==> config.mk <==
export PLATFORM = sky130hd
export DESIGN_NAME = thresh_flag_monitor
export DESIGN_NICKNAME = d
export VERILOG_FILES = /design/src/rtl/fdm_pkg.sv /design/src/rtl/fdm_magnitude.sv /design/src/rtl/fdm_classify.sv /design/src/rtl/fdm_hold.sv /design/src/rtl/thresh_flag_monitor.sv
export SDC_FILE = /design/constraint.sdc
export NUM_CORES = 1
export LEC_CHECK = 0
export BUFFER_PORTS_ARGS = -buffer_cell sky130_fd_sc_hd__buf_2
export CAP_MARGIN = 20
export CORE_ASPECT_RATIO = 0.7
export CORE_UTILIZATION = 45
export DETAILED_ROUTE_END_ITERATION = 6
export PLACE_DENSITY = 0.69
export SLEW_MARGIN = 20
export SYNTH_ARGS = -nofsm -noshare
export SYNTH_HDL_FRONTEND = slang
export SYNTH_SLANG_ARGS = --single-unit
==> constraint.sdc <==
create_clock -name clk -period 9.8 [get_ports clk]
set_input_delay 1.47 -clock clk [delete_from_list [all_inputs] [get_ports clk]]
set_output_delay 1.47 -clock clk [all_outputs]
set_load 0.05 [all_outputs]
==> src/rtl/fdm_pkg.sv <==
package fdm_pkg;

  // classification of one sample magnitude against the two levels
  typedef enum logic [1:0] {
    CMP_MID   = 2'd0,
    CMP_ABOVE = 2'd1,
    CMP_BELOW = 2'd2
  } cmp_cls_e;

endpackage

==> src/rtl/fdm_magnitude.sv <==
module fdm_magnitude #(
  parameter int DATA_W  = 14,
  parameter int THR_W   = 15,
  parameter int DWELL_W = 16,
  localparam int MAG_W  = DATA_W - 1
) (
  input  logic               clk,
  input  logic               rst,
  input  logic               in_valid,
  input  logic [DATA_W-1:0]  in_data,
  input  logic [THR_W-1:0]   in_up,
  input  logic [THR_W-1:0]   in_lo,
  input  logic [DWELL_W-1:0] in_dw,
  output logic               q_valid,
  output logic [MAG_W-1:0]   q_mag,
  output logic [THR_W-1:0]   q_up,
  output logic [THR_W-1:0]   q_lo,
  output logic [DWELL_W-1:0] q_dw
);

  localparam logic [DATA_W-1:0] MOST_NEG = {1'b1, {(DATA_W-1){1'b0}}};

  logic [DATA_W-1:0] negated;
  logic [MAG_W-1:0]  mag_c;

  always_comb begin
    negated = ~in_data + 1'b1;
    if (!in_data[DATA_W-1])
      mag_c = in_data[MAG_W-1:0];
    else if (in_data == MOST_NEG)
      mag_c = {MAG_W{1'b1}};
    else
      mag_c = negated[MAG_W-1:0];
  end

  always_ff @(posedge clk) begin
    if (rst) begin
      q_valid <= 1'b0;
      q_mag   <= '0;
      q_up    <= '0;
      q_lo    <= '0;
      q_dw    <= '0;
    end else begin
      q_valid <= in_valid;
      q_mag   <= mag_c;
      q_up    <= in_up;
      q_lo    <= in_lo;
      q_dw    <= in_dw;
    end
  end

  // most negative code saturates to the largest magnitude
  a_r2_min_saturates: assert property (@(posedge clk) disable iff (rst)
    (in_valid && in_data == MOST_NEG) |=> (q_valid && q_mag == {MAG_W{1'b1}}));

endmodule

==> src/rtl/fdm_classify.sv <==
module fdm_classify
  import fdm_pkg::*;
#(
  parameter int MAG_W        = 13,
  parameter int THR_W        = 15,
  parameter int DWELL_W      = 16,
  parameter int EXTRA_STAGES = 1
) (
  input  logic               clk,
  input  logic               rst,
  input  logic               in_valid,
  input  logic [MAG_W-1:0]   in_mag,
  input  logic [THR_W-1:0]   in_up,
  input  logic [THR_W-1:0]   in_lo,
  input  logic [DWELL_W-1:0] in_dw,
  output logic               o_valid,
  output cmp_cls_e           o_cls,
  output logic [DWELL_W-1:0] o_dw
);

  logic [THR_W-1:0] mag_ext;
  cmp_cls_e         cls_c;

  always_comb begin
    mag_ext = THR_W'(in_mag);
    if (mag_ext > in_up)
      cls_c = CMP_ABOVE;
    else if (mag_ext < in_lo)
      cls_c = CMP_BELOW;
    else
      cls_c = CMP_MID;
  end

  // stage index 0 is the compare register, further entries pad the latency
  logic               st_v   [0:EXTRA_STAGES];
  cmp_cls_e           st_cls [0:EXTRA_STAGES];
  logic [DWELL_W-1:0] st_dw  [0:EXTRA_STAGES];

  always_ff @(posedge clk) begin
    if (rst) begin
      st_v[0]   <= 1'b0;
      st_cls[0] <= CMP_MID;
      st_dw[0]  <= DWELL_W'(1);
    end else begin
      st_v[0]   <= in_valid;
      st_cls[0] <= cls_c;
      st_dw[0]  <= (in_dw == '0) ? DWELL_W'(1) : in_dw;
    end
  end

  for (genvar s = 1; s <= EXTRA_STAGES; s++) begin : g_pad
    always_ff @(posedge clk) begin
      if (rst) begin
        st_v[s]   <= 1'b0;
        st_cls[s] <= CMP_MID;
        st_dw[s]  <= DWELL_W'(1);
      end else begin
        st_v[s]   <= st_v[s-1];
        st_cls[s] <= st_cls[s-1];
        st_dw[s]  <= st_dw[s-1];
      end
    end
  end

  assign o_valid = st_v[EXTRA_STAGES];
  assign o_cls   = st_cls[EXTRA_STAGES];
  assign o_dw    = st_dw[EXTRA_STAGES];

  // a magnitude equal to the upper level is never classed as above
  a_r3_equal_not_above: assert property (@(posedge clk) disable iff (rst)
    (in_valid && THR_W'(in_mag) == in_up) |=> (st_cls[0] != CMP_ABOVE));

endmodule

==> src/rtl/fdm_hold.sv <==
module fdm_hold
  import fdm_pkg::*;
#(
  parameter int DWELL_W = 16
) (
  input  logic               clk,
  input  logic               rst,
  input  logic               in_valid,
  input  cmp_cls_e           in_cls,
  input  logic [DWELL_W-1:0] in_dw,
  output logic               flag
);

  logic [DWELL_W-1:0] cnt;
  logic [DWELL_W:0]   cnt_inc;

  assign cnt_inc = {1'b0, cnt} + 1'b1;

  always_ff @(posedge clk) begin
    if (rst) begin
      flag <= 1'b0;
      cnt  <= '0;
    end else if (in_valid) begin
      if (in_cls == CMP_ABOVE) begin
        flag <= 1'b1;
        cnt  <= '0;
      end else if (flag && in_cls == CMP_BELOW) begin
        if (cnt_inc >= {1'b0, in_dw}) begin
          flag <= 1'b0;
          cnt  <= '0;
        end else begin
          cnt <= cnt_inc[DWELL_W-1:0];
        end
      end else begin
        cnt <= '0;
      end
    end
  end

  // a sample classed above the upper level sets the flag
  a_r3_set: assert property (@(posedge clk) disable iff (rst)
    (in_valid && in_cls == CMP_ABOVE) |=> flag);

  // flag cannot rise without an above-level sample
  a_r5_quiet: assert property (@(posedge clk) disable iff (rst)
    (!flag && !(in_valid && in_cls == CMP_ABOVE)) |=> !flag);

  // a sample between the levels keeps the flag and restarts the count
  a_r7_restart: assert property (@(posedge clk) disable iff (rst)
    (flag && in_valid && in_cls == CMP_MID) |=> (flag && cnt == '0));

  // a dwell of one (the normalised zero) clears on a single sample
  a_r8_single: assert property (@(posedge clk) disable iff (rst)
    (flag && in_valid && in_cls == CMP_BELOW && in_dw == DWELL_W'(1)) |=> !flag);

  // invalid cycles leave flag and count untouched
  a_r9_idle: assert property (@(posedge clk) disable iff (rst)
    !in_valid |=> ($stable(flag) && $stable(cnt)));

  // the count is idle whenever the flag is low
  a_r6_count_idle: assert property (@(posedge clk) disable iff (rst)
    !flag |-> (cnt == '0));

endmodule

==> src/rtl/thresh_flag_monitor.sv <==
module thresh_flag_monitor
  import fdm_pkg::*;
#(
  parameter int DATA_W  = 14,
  parameter int THR_W   = 15,
  parameter int DWELL_W = 16,
  parameter int LATENCY = 4
) (
  input  logic               clk,
  input  logic               rst,
  input  logic               smp_valid,
  input  logic [DATA_W-1:0]  smp_data,
  input  logic [THR_W-1:0]   thr_upper,
  input  logic [THR_W-1:0]   thr_lower,
  input  logic [DWELL_W-1:0] dwell_len,
  output logic               fast_flag
);

  localparam int MAG_W = DATA_W - 1;
  // magnitude register, compare register and flag register are fixed
  localparam int EXTRA = LATENCY - 3;

  logic               m_valid;
  logic [MAG_W-1:0]   m_mag;
  logic [THR_W-1:0]   m_up;
  logic [THR_W-1:0]   m_lo;
  logic [DWELL_W-1:0] m_dw;

  logic               c_valid;
  cmp_cls_e           c_cls;
  logic [DWELL_W-1:0] c_dw;

  fdm_magnitude #(
    .DATA_W (DATA_W),
    .THR_W  (THR_W),
    .DWELL_W(DWELL_W)
  ) u_mag (
    .clk     (clk),
    .rst     (rst),
    .in_valid(smp_valid),
    .in_data (smp_data),
    .in_up   (thr_upper),
    .in_lo   (thr_lower),
    .in_dw   (dwell_len),
    .q_valid (m_valid),
    .q_mag   (m_mag),
    .q_up    (m_up),
    .q_lo    (m_lo),
    .q_dw    (m_dw)
  );

  fdm_classify #(
    .MAG_W       (MAG_W),
    .THR_W       (THR_W),
    .DWELL_W     (DWELL_W),
    .EXTRA_STAGES(EXTRA)
  ) u_cls (
    .clk     (clk),
    .rst     (rst),
    .in_valid(m_valid),
    .in_mag  (m_mag),
    .in_up   (m_up),
    .in_lo   (m_lo),
    .in_dw   (m_dw),
    .o_valid (c_valid),
    .o_cls   (c_cls),
    .o_dw    (c_dw)
  );

  fdm_hold #(
    .DWELL_W(DWELL_W)
  ) u_hold (
    .clk     (clk),
    .rst     (rst),
    .in_valid(c_valid),
    .in_cls  (c_cls),
    .in_dw   (c_dw),
    .flag    (fast_flag)
  );

  // reset always leaves the flag low on the next cycle
  a_r10_reset_clears: assert property (@(posedge clk)
    rst |=> !fast_flag);

  initial begin
    if (LATENCY < 3) $error("LATENCY must be at least 3");
    if (THR_W < MAG_W) $error("THR_W must cover the magnitude width");
  end

endmodule

==> results of run 1 <==
-- per-stage QoR --
stage,instances,setup WS [ns]
finish,713,6.00
global route,713,5.70
CTS,713,6.06
detailed placement,682,5.96
global placement,682,6.09
floorplan,504,6.55
-- cell usage after synthesis (all sizes together), types with 2 or more instances --
master	count	area [sq um]
nor2b	76	475
a21o	15	113
a211oi	3	22.5
buf	9	58.8
o31ai	3	22.5
and2	11	68.8
nor3b	3	22.5
xor2	15	131
and4	4	35.0
or3	2	12.5
xnor2	9	78.8
nand2	15	56.3
nand3	16	80.1
o21ai	14	70.1
or2	4	25.0
dfxtp	115	2300
a32o	7	70.1
nand2b	3	18.8
nor3	8	40.0
clkbuf	9	33.8
ha	43	538
nor4	9	56.3
a41oi	2	17.5
a31oi	4	25.0
inv	44	165
nor2	14	52.6
o41ai	2	25.0
nand4	7	43.8
or4	3	30.0
a21oi	23	115
and3	4	25.0
-- state kept, by name, summed over array words and instances (netlist names) --
register and count:
u_cls.st_cls 4, u_mag.q_lo 15, u_hold.flag 1, u_mag.q_dw 16, u_cls.st_dw 32, u_mag.q_valid 1
u_mag.q_up 15, u_mag.q_mag 13, u_cls.st_v 2, u_hold.cnt 16
-- metal layers --
metal / global-route usage [%] / vias up / share of wire, %
met2: 27.0 / 81 / 40
li1: - / 1843 / -
met4: 8.01 / 0 / 1.3
met3: 4.67 / 11 / 4.7
met1: 25.4 / 1609 / 54
met5: 0 / - / 0
-- how the worst max path moves through the flow --
stage / cells after the start / to / startpoint / slack, ns
floorplan: 8 / u_mag.q_mag[10] / smp_data[0] / 6.55
global placement: 9 / u_hold.cnt[14] / rst / 6.09
detailed placement: 9 / u_hold.cnt[15] / rst / 5.96
CTS: 12 / u_hold.cnt[11] / u_hold.cnt[0] / 6.06
global route: 13 / u_hold.cnt[11] / u_hold.cnt[0] / 5.70
finish: 12 / u_hold.cnt[2] / u_hold.cnt[0] / 6.00
-- power by group through the flow --
stage | combinational, uW | sequential (uW) | clock [uW]
3_5_place_dp | 87.2 | 510 | 0
5_1_grt | 101 | 502 | 637
4_1_cts | 88.4 | 500 | 616
6_report | 87.7 | 500 | 607
2_1_floorplan | 61.0 | 505 | 0
3_3_place_gp | 83.6 | 509 | 0
-- cell type report --
class                      count  area, sq um  area share (%)
clock buffer                  21          470            7.98
tap                          132          165            2.80
inverter                      44          165            2.80
sequential                   115         2300            39.1
timing repair buffer          64          323            5.48
clock inverter                10          124            2.10
multi-input combinational    327         2340            39.8
-- worst max-delay path: stages (launching register included) --
cell and delay, ns:
sky130_fd_sc_hd__dfxtp_1 0.42, sky130_fd_sc_hd__ha_1 0.27, sky130_fd_sc_hd__nand4_1 0.14, sky130_fd_sc_hd__nor4_1 0.41, sky130_fd_sc_hd__and4_1 0.31, sky130_fd_sc_hd__xor2_1 0.19, sky130_fd_sc_hd__ha_1 0.28, sky130_fd_sc_hd__a21o_1 0.17
sky130_fd_sc_hd__a211oi_1 0.32, sky130_fd_sc_hd__and4_1 0.37, sky130_fd_sc_hd__nand2_1 0.26, sky130_fd_sc_hd__or2_2 0.38, sky130_fd_sc_hd__a31oi_1 0.18
-- cell families after synthesis --
kind of cell    Yosys count  share of synthesized area [%]
compound gates           78                           10.7
xor+xnor                 24                           4.29
buf+inv                  62                           5.26
fa+ha+maj                43                           11.0
flops                   115                           47.0
simple gates            181                           21.7
mux                       1                          0.204
==> run metrics, run 1 <==
final clock period utilization by the worst path between 30% and 40%; placed instance area roughly 0.0053 sq mm; maximum clock rate around 260 MHz; endpoints failing setup 0; pin count of the biggest net entering global routing 95; switching pwr about 270 uW; Hold-fix buffers, CTS 0; fraction of power spent switching nets between 20% and 30%; cell-internal power 928 uW; clock period minus worst slack about 3.8 ns; Hold Crit Start u_cls.st_dw[0][0]; number of buffers added by the clock tree synthesis step 17; leakage dissipation 0.00266 uW; kind of start point of the critical path register; total of fill cells in the finished design roughly 900; hold_ws roughly 0.41 ns; startpoint of the worst-slack reg-to-reg timing path u_hold.cnt[0]; Power per Cell Area 203 mW/mm^2; total via count after detailed routing 3,544; sequential cell area fraction in the yosys report between 40% and 50%; critical path arrival 4.12 ns; clock root buffer master sky130_fd_sc_hd__clkbuf_16; clock skew around 0.0084 ns; Iteration-0 DRC Markers about 260; synth-to-layout area growth 20.2%; most frequent cells in the layout sky130_fd_sc_hd__dfxtp_1 (115), sky130_fd_sc_hd__nor2b_1 (76), sky130_fd_sc_hd__buf_2 (63); worst min-delay path endpoint u_cls.st_dw[1][0]; Max-slew headroom about two fifths; Mapped Area slightly below 0.005 sq mm; Power Total between 1000 and 1500 uW; TNS Setup 0 ns; worst reg2reg setup slack approximately 6 ns; maximum buffer depth of the clock tree 2; VDD IR max around 120 uV; residual DRC count 0; # Max-Cap Violations 0; buffers inserted by post-CTS timing repair 0; outcome completed; die height slightly below 90 um; FF+latch count, synth 115; Post-Syn Nets just over 600; RSZ-0062 raised after global routing no; critical path class reg2reg; post-synthesis instance total slightly above 500; Wirelength per Cell between 10 and 15 um; endpoint required time on the critical path between 10 and 15 ns; die boundary width 127 um; wire length of the first global-routing pass ~16,000 um; total gr overflow 0; area of the die 0.0113 sq mm; vias per std cell approximately 5.0; most frequent standard cell in the layout excluding fill and tap cells sky130_fd_sc_hd__dfxtp_1; final-stage net count about 680; share of power burned in the clock network about 51%; number of global-route vias before repair 3,327; number of sinks driven by the clock tree between 100 and 150; type of destination of the critical path register; Core Util, Final a little under three fifths; HPWL after detailed placement approximately 7000 um; quantity of gates resized following cts 0; number of placement rows 31; async set-reset flop share out of synthesis 0%; effective utilization at floorplan ~47%; share of cells above drive strength 1 between 10% and 20%; class of the tightest hold or removal check reg2reg; routability congestion estimate about 0.83; Max FO, Critical Path 12; number of ports placed on the die boundary between 60 and 70; Core Area between 0.01 and 0.015 sq mm; Ys Warns 0; insertion delay of the later-clocked pin in the worst-skew pair between 0.4 and 0.5 ns; Total Routed Length 9430 um; Top FF cell, synth sky130_fd_sc_hd__dfxtp_1; post-route cell area approximately 0.0059 sq mm; sequential group share of total power about two fifths; number of enable flip-flop cells after synthesis 0; antenna violations before repair 0; count of different cell masters after synthesis 44; Reg2Reg Depth 12; number of levels in the clock H-tree 4; Mean Syn Cell Area 9.73 sq um; total global routing track utilization a little under a fifth; final hold viol count 0; detailed-routing iteration count for the pre-antenna-repair pass 4; clock-pin transition on the worst setup and hold timing paths ~0.05 ns; Final ANT Viol Nets 0; slew at the pin with the worst max-slew slack 0.916 ns; TritonCTS clock tree done; terminus of the critical flop-to-flop path u_hold.cnt[2]; PortBufs 63; Hold Crit Depth 1; number of diodes 0; Comb pwr share 7.3%; max-slew violations 0
Note: power is estimated with default switching activity, not from simulation.
==> run 2: changes to the inputs <==
--- a/config.mk
+++ b/config.mk
@@ -5,12 +5,13 @@
 export SDC_FILE = /design/constraint.sdc
 export NUM_CORES = 1
 export LEC_CHECK = 0
+export ABC_AREA = 1
 export BUFFER_PORTS_ARGS = -buffer_cell sky130_fd_sc_hd__buf_2
 export CAP_MARGIN = 20
 export CORE_ASPECT_RATIO = 0.7
 export CORE_UTILIZATION = 45
 export DETAILED_ROUTE_END_ITERATION = 6
-export PLACE_DENSITY = 0.69
+export PLACE_DENSITY = 0.68
 export SLEW_MARGIN = 20
 export SYNTH_ARGS = -nofsm -noshare
 export SYNTH_HDL_FRONTEND = slang
==> constraint.sdc (replaced) <==
create_clock -name clk -period 3.9 [get_ports clk]
set_input_delay 0.585 -clock clk [delete_from_list [all_inputs] [get_ports clk]]
set_output_delay 0.585 -clock clk [all_outputs]
set_load 0.05 [all_outputs]
==> run 2 against run 1 <==
Compared with the run above: critical path depth increased by 7; synthesized area grew 8.9%; utilization up 0.45 points; synthesized cell count grew 46%; clock power rose to 2.7 times the previous value; critical path type unchanged.
==> run metrics, run 2 <==
total global routing track utilization 19.8% (+1.5 points); leakage dissipation 0.00327 uW (+23%); Wirelength per Cell 11.3 um (-14%); class of the tightest hold or removal check in2reg; max-slew violations 0 (unchanged); detailed-routing iteration count for the pre-antenna-repair pass 5 (+1); routability congestion estimate 0.863 (+3.7%); insertion delay of the later-clocked pin in the worst-skew pair 0.42 ns (about the same); worst reg2reg setup slack 1.02 ns (-4.98 ns); Power per Cell Area 491 mW/mm^2 (+140%); placed instance area 0.00577 sq mm (+9.0%); post-synth top area cell sky130_fd_sc_hd__dfxtp_1; max reg flops 32 (unchanged); startpoint of the worst-slack reg-to-reg timing path u_hold.cnt[0]; antenna violations before repair 0 (unchanged); cells along the critical path ha_1 -> nand3_1 -> nor3_4 -> nand2_1 -> nor2_1 -> xor2_1 -> inv_1 -> ha_1 -> nand2_1 -> inv_1 -> nand2_1 -> nor2_1 -> a21oi_1 -> nand2_1 -> nand2_1 -> nand3_2 -> nand2_4 -> nand2_1 -> a21oi_1; Max FO, Critical Path 16 (+4); die height 93.2 um (+4.3%); number of levels in the clock H-tree 4 (unchanged); number of placement rows 32 (+3.2%); maximum clock rate 347 MHz (+32%); share of cells above drive strength 1 13.6% (-3.9 points); quantity of gates resized following cts 0 (unchanged); clock skew 0.00791 ns (-0.000477 ns); kind of start point of the critical path register; Top FF cell, synth sky130_fd_sc_hd__dfxtp_1; Mean Syn Cell Area 7.28 sq um (-25%); Hold-fix buffers, CTS 0 (unchanged); number of global-route vias before repair 4,179 (+26%); HPWL after detailed placement 8080 um (+18%); residual DRC count 0 (unchanged); portion of synthesized cell area occupied by the leading cell type 43.1% (-3.8 points); type of destination of the critical path register; Worst path max stage delay 0.36 ns (-0.06 ns); wire length of the first global-routing pass 18,900 um (+21%); CP max stage cell sky130_fd_sc_hd__dfxtp_1; synth-to-layout area growth 19.9%; PortBufs 63 (unchanged); maximum buffer depth of the clock tree 2 (unchanged); largest registers u_cls.st_dw (32), u_hold.cnt (16), u_mag.q_dw (16); vias per std cell 4.49 (-9.7%); Worst Setup EP u_hold.cnt[7]; final hold viol count 0 (unchanged); critical path class reg2reg; Largest Register u_cls.st_dw; sequential cell area fraction in the yosys report 43.1% (-3.8 points); count of different cell masters after synthesis 34 (-23%); Core Util, Final 56.7% (+0.45 points); async set-reset flop share out of synthesis 0% (unchanged); buffers inserted by post-CTS timing repair 0 (unchanged); synth cell count leaders sky130_fd_sc_hd__inv_1 (192), sky130_fd_sc_hd__nor2_1 (124), sky130_fd_sc_hd__dfxtp_1 (115); number of enable flip-flop cells after synthesis 0 (unchanged); placed cell count 935 (+37%); Critical Path Start u_hold.cnt[0]; final clock period utilization by the worst path 73.9% (+35 points); pin count of the biggest net entering global routing 67 (-29%); cell occurring most often along the worst timing path sky130_fd_sc_hd__nand2_1; Final ANT Viol Nets 0 (unchanged); number of buffers added by the clock tree synthesis step 17 (unchanged); TritonCTS clock tree done; total via count after detailed routing 4,340 (+22%); setup slack after layout 1.02 ns (-4.98 ns); Iteration-0 DRC Markers 301 (+16%); die boundary width 132 um (+4.3%); Reg2Reg Depth 19 (+7); most frequent cells in the layout sky130_fd_sc_hd__inv_1 (192), sky130_fd_sc_hd__nor2_1 (124), sky130_fd_sc_hd__dfxtp_1 (115); Post-Syn Nets 840 (+38%); RSZ-0062 raised after global routing no; VDD IR max 328 uV (+180%); total gr overflow 0 (unchanged); clock period minus worst slack 2.88 ns (-0.920 ns); effective utilization at floorplan 47.3% (+0.49 points); # Max-Cap Violations 0 (unchanged); Max-slew headroom 54.6% (+16 points); number of sinks driven by the clock tree 115 (unchanged); endpoints failing setup 0 (unchanged); clock root buffer master sky130_fd_sc_hd__clkbuf_16; number of ports placed on the die boundary 64 (unchanged); Core Area 0.0113 sq mm (+7.8%); most frequent standard cell in the layout excluding fill and tap cells sky130_fd_sc_hd__inv_1; cell types with the largest area share after synthesis sky130_fd_sc_hd__dfxtp_1 (43%), sky130_fd_sc_hd__inv_1 (13%), sky130_fd_sc_hd__ha_1 (10%); outcome completed; slew at the pin with the worst max-slew slack 0.681 ns (-0.235 ns); critical path arrival 3.22 ns (-0.90 ns); clock-pin transition on the worst setup and hold timing paths 0.06 ns (about the same); Ys Warns 0 (unchanged); number of standard cells in the layout, taps in and fillers out 967 (+36%); terminus of the critical flop-to-flop path u_hold.cnt[7]; pre-CTS worst setup slack 1.06 ns (-4.89 ns); post-synthesis instance total 734 (+46%); leading cell type by number of instances after synthesis sky130_fd_sc_hd__inv_1; post-route cell area 0.00640 sq mm (+8.7%); number of diodes 0 (unchanged); final-stage net count 907 (+34%); Total Routed Length 10,900 um (+16%); endpoint required time on the critical path 4.24 ns (-5.88 ns); Mapped Area 0.00534 sq mm (+8.9%); FF+latch count, synth 115 (unchanged); area of the die 0.0123 sq mm (+8.8%); TNS Setup 0 ns (unchanged)
-- run 2: cell types whose count changed in the layout (fill, tap and decap cells not counted), moves of 8 or more --
| cell | previous run | this run |
|---|---|---|
| sky130_fd_sc_hd__inv_1 | 44 | 192 |
| sky130_fd_sc_hd__and2_1 | 11 | 0 |
| sky130_fd_sc_hd__nand2_1 | 15 | 112 |
| sky130_fd_sc_hd__nor2_1 | 14 | 124 |
| sky130_fd_sc_hd__a21o_1 | 15 | 0 |
| sky130_fd_sc_hd__a21oi_1 | 23 | 43 |
| sky130_fd_sc_hd__nor4_1 | 9 | 1 |
| sky130_fd_sc_hd__nor2b_1 | 76 | 0 |
-- run 2: layout make-up --
type | count | area, sq um
multi-input cells | 410 | 2230
inverters | 193 | 724
repair buffers | 64 | 323
clock inverters | 14 | 191
fillers | 1047 | 4890
flip-flops and latches | 115 | 2300
well taps | 153 | 191
clock buffers | 18 | 439
-- run 2: power breakdown --
| group | leakage [uW] | total [uW] | switching, uW | internal, uW |
|---|---|---|---|---|
| registers | 0.000948 | 1250 | 19.7 | 1230 |
| logic | 0.00202 | 253 | 153 | 100 |
| clock network | 0.000304 | 1650 | 603 | 1040 |
| total | 0.00327 | 3150 | 775 | 2370 |
-- run 2: how the worst min path moves through the flow --
stage	start	end	slack (ns)	cells past startpoint
after floorplan	u_cls.st_cls[0][0]	u_cls.st_cls[1][0]	0.39	2
after global placement	u_cls.st_cls[0][0]	u_cls.st_cls[1][0]	0.39	2
after detailed placement	u_cls.st_dw[0][8]	u_cls.st_dw[1][8]	0.39	2
after CTS	thr_upper[8]	u_mag.q_up[8]	0.35	3
after global routing	thr_upper[14]	u_mag.q_up[14]	0.35	3
final	thr_lower[10]	u_mag.q_lo[10]	0.36	3
-- run 2: routing by layer --
layer / wire length [um] / GRT usage, % / vias up
li1: - / - / 2327
met1: 5730 / 26.5 / 1893
met5: 0 / 0 / -
met4: 202 / 9.29 / 0
met3: 514 / 5.31 / 23
met2: 4490 / 29.7 / 97
-- run 2: worst max-delay path: cells and delay by family, from the launching register on --
kind / cells / cell delay, ns
compound gates: 2 / 0.27
xor+xnor: 1 / 0.22
fa+ha+maj: 2 / 0.48
buf+inv: 2 / 0.12
flops: 1 / 0.36
simple gates: 12 / 1.36
-- run 2: cells by family after synthesis --
| group | share of synthesized area [%] |
|---|---|
| and+or+nand+nor | 22.7 |
| adders and majority gates | 10.1 |
| AOI/OAI and AO/OA | 6.72 |
| xor gates and xnor gates | 2.30 |
| buffers and inverters | 15.1 |
| DFF | 43.1 |
-- run 2: metrics by stage --
step / total power, uW / hold WS (ns)
global placement: 1510 / 0.392
global route: 3280 / 0.353
finish: 3150 / 0.362
CTS: 3170 / 0.354
detailed placement: 1520 / 0.393
floorplan: 1440 / 0.388
==> run 3: changes to the inputs <==
--- a/config.mk
+++ b/config.mk
@@ -11,7 +11,7 @@
 export CORE_ASPECT_RATIO = 0.7
 export CORE_UTILIZATION = 45
 export DETAILED_ROUTE_END_ITERATION = 6
-export PLACE_DENSITY = 0.68
+export PLACE_DENSITY = 0.71
 export SLEW_MARGIN = 20
 export SYNTH_ARGS = -nofsm -noshare
 export SYNTH_HDL_FRONTEND = slang
==> constraint.sdc (replaced) <==
create_clock -name clk -period 2.61 [get_ports clk]
set_input_delay 0.3915 -clock clk [delete_from_list [all_inputs] [get_ports clk]]
set_output_delay 0.3915 -clock clk [all_outputs]
set_load 0.05 [all_outputs]
==> run 3 against run 2 <==
Compared with the run above: the flow now finishes with violations (negative setup slack); clock power up 28%; global-route usage down 1.1 points; die area unchanged; critical path depth down 1; wire length down 0.22%; fmax up 9.8%; worst hold slack worse by 0.17 ns; sequential power up 49%; utilization up 2.3 points; cell count up 1.6%; critical endpoint is now u_hold.cnt[9]; largest power group unchanged.
==> run metrics, run 3 (synthesis results as in run 2) <==
class of the tightest hold or removal check in2reg; RSZ-0062 raised after global routing yes; Power Total 4400 uW (+40%); startpoint of the worst-slack reg-to-reg timing path u_hold.cnt[0]; clock skew 0.00615 ns (-0.00176 ns); die height 93.2 um (unchanged); total via count after detailed routing 4,356 (+0.37%); Reg2Reg Depth 18 (-1); final hold viol count 0 (unchanged); leakage dissipation 0.00338 uW (+3.2%); endpoints failing setup 2 (+2); vias per std cell 4.44 (-1.2%); number of buffers added by the clock tree synthesis step 17 (unchanged); total gr overflow 0 (unchanged); Hold Crit Start dwell_len[9]; PortBufs 63 (unchanged); post-route cell area 0.00666 sq mm (+4.0%); maximum clock rate 381 MHz (+9.8%); clock-pin transition on the worst setup and hold timing paths 0.05 ns (about the same); detailed-routing iteration count for the pre-antenna-repair pass 4 (-1); number of levels in the clock H-tree 4 (unchanged); VDD IR max 486 uV (+48%); outcome complete, but fails checks; effective utilization at floorplan 47.3% (unchanged); Storage cell area 0.00231 sq mm (+0.49%); number of placement rows 32 (unchanged); Multi-input gate area 0.00242 sq mm (+8.6%); final clock period utilization by the worst path 101% (+27 points); violated checks negative setup slack; number of sinks driven by the clock tree 115 (unchanged); number of global-route vias before repair 3,816 (-8.7%); max reg flops 32 (unchanged); kind of start point of the critical path register; pin count of the biggest net entering global routing 69 (+3.0%); critical path arrival 2.96 ns (-0.26 ns); type of destination of the critical path register; TritonCTS clock tree done; Final ANT Viol Nets 0 (unchanged); switching pwr 1070 uW (+39%); Power per Cell Area 660 mW/mm^2 (+34%); setup slack after layout -0.0142 ns (-1.03 ns); Max-slew headroom 58.4% (+3.8 points); Largest Register u_cls.st_dw; most frequent cells in the layout sky130_fd_sc_hd__inv_1 (191), sky130_fd_sc_hd__nor2_1 (120), sky130_fd_sc_hd__dfxtp_1 (108); antenna violations before repair 0 (unchanged); # Max-Cap Violations 0 (unchanged); Iteration-0 DRC Markers 241 (-20%); largest registers u_cls.st_dw (32), u_hold.cnt (16), u_mag.q_dw (16); pre-CTS worst setup slack -0.0856 ns (-1.15 ns); endpoint required time on the critical path 2.94 ns (-1.30 ns); cell-internal power 3320 uW (+40%); clock root buffer master sky130_fd_sc_hd__clkbuf_16; placed instance area 0.00585 sq mm (+1.3%); share of power burned in the clock network 48.2% (-4.1 points); HPWL after detailed placement 7610 um (-5.8%); Hold Crit Depth 3 (unchanged); Core Area 0.0113 sq mm (unchanged); die boundary width 132 um (unchanged); share of cells above drive strength 1 19.9% (+6.3 points); fraction of power spent switching nets 24.4% (-0.20 points); wire length of the first global-routing pass 17,900 um (-5.3%); Total Routed Length 10,900 um (-0.22%); final-stage net count 924 (+1.9%); Critical Path Start u_hold.cnt[0]; critical path class reg2reg; area of the die 0.0123 sq mm (unchanged); total global routing track utilization 18.7% (-1.1 points); Max FO, Critical Path 8 (-8); Comb pwr share 9.4% (+1.4 points); total of fill cells in the finished design 1,060 (+1.2%); clock period minus worst slack 2.62 ns (-0.258 ns); max-slew violations 0 (unchanged); number of diodes 0 (unchanged); TNS Setup -0.0164 ns (-0.0164 ns); maximum buffer depth of the clock tree 2 (unchanged); routability congestion estimate 0.877 (+1.6%); residual DRC count 0 (unchanged); number of ports placed on the die boundary 64 (unchanged); Core Util, Final 59.0% (+2.3 points); sequential group share of total power 42.4% (+2.7 points); most frequent standard cell in the layout excluding fill and tap cells sky130_fd_sc_hd__inv_1; slew at the pin with the worst max-slew slack 0.625 ns (-0.0564 ns); Hold-fix buffers, CTS 0 (unchanged); synth-to-layout area growth 24.7%; Wirelength per Cell 11.1 um (-1.7%); insertion delay of the later-clocked pin in the worst-skew pair 0.40 ns (-0.02 ns)
[run 3: area by class of cell]
type	instances	area share [%]
flip-flops and latches	115	34.7
clock buffers	18	6.59
clock inverters	12	1.63
repair buffers	80	6.84
well taps	153	2.87
inverters	193	10.9
multi-input cells	411	36.4
[run 3: stage by stage]
stage                     hold WS, ns  cells
after global routing            0.180    982
after detailed placement        0.394    943
after floorplan                 0.388    734
after global placement          0.390    943
after CTS                       0.170    979
final                           0.187    982
[run 3: final timing paths]
kind              slack [ns]                 to
hold reg to reg         0.40  u_cls.st_dw[1][5]
hold / removal          0.19      u_mag.q_dw[9]
setup reg to reg       -0.01      u_hold.cnt[9]
setup / recovery       -0.01      u_hold.cnt[9]
[run 3: what timing repair did]
item / CTS / global route
pin swaps: 8 / 14
setup buffers: 5 / 3
gates resized for setup: 12 / 38
cloned: 1 / 0
setup endpoints to repair: 16 / 17
[run 3: worst max-delay path: stages (launching register included)]
cell and delay, ns:
sky130_fd_sc_hd__dfxtp_4 0.38, sky130_fd_sc_hd__clkinvlp_4 0.12, sky130_fd_sc_hd__nor3_4 0.22, sky130_fd_sc_hd__nand3_2 0.16, sky130_fd_sc_hd__nor2_2 0.13, sky130_fd_sc_hd__xor2_1 0.18
sky130_fd_sc_hd__inv_1 0.07, sky130_fd_sc_hd__ha_1 0.27, sky130_fd_sc_hd__nand2_1 0.06, sky130_fd_sc_hd__inv_1 0.04, sky130_fd_sc_hd__nand2_2 0.08, sky130_fd_sc_hd__nor2_2 0.05
sky130_fd_sc_hd__a21oi_2 0.11, sky130_fd_sc_hd__nand2_1 0.07, sky130_fd_sc_hd__nand2_2 0.08, sky130_fd_sc_hd__nand3_4 0.16, sky130_fd_sc_hd__nand2_8 0.18, sky130_fd_sc_hd__nand2_2 0.07
sky130_fd_sc_hd__a21oi_2 0.12
[run 3: per-layer routing]
layer	global-route usage, %	wire, um
met1	27.5	5850
met4	6.51	59
met2	26.6	4460
met5	0	0
met3	4.28	548
[run 3: power by group through the flow]
stage	logic (uW)	clock network, uW	registers [uW]
3_3_place_gp	364	0	1900
5_1_grt	474	2240	1870
3_5_place_dp	371	0	1900
4_1_cts	396	2160	1860
6_report	412	2120	1860
2_1_floorplan	262	0	1890
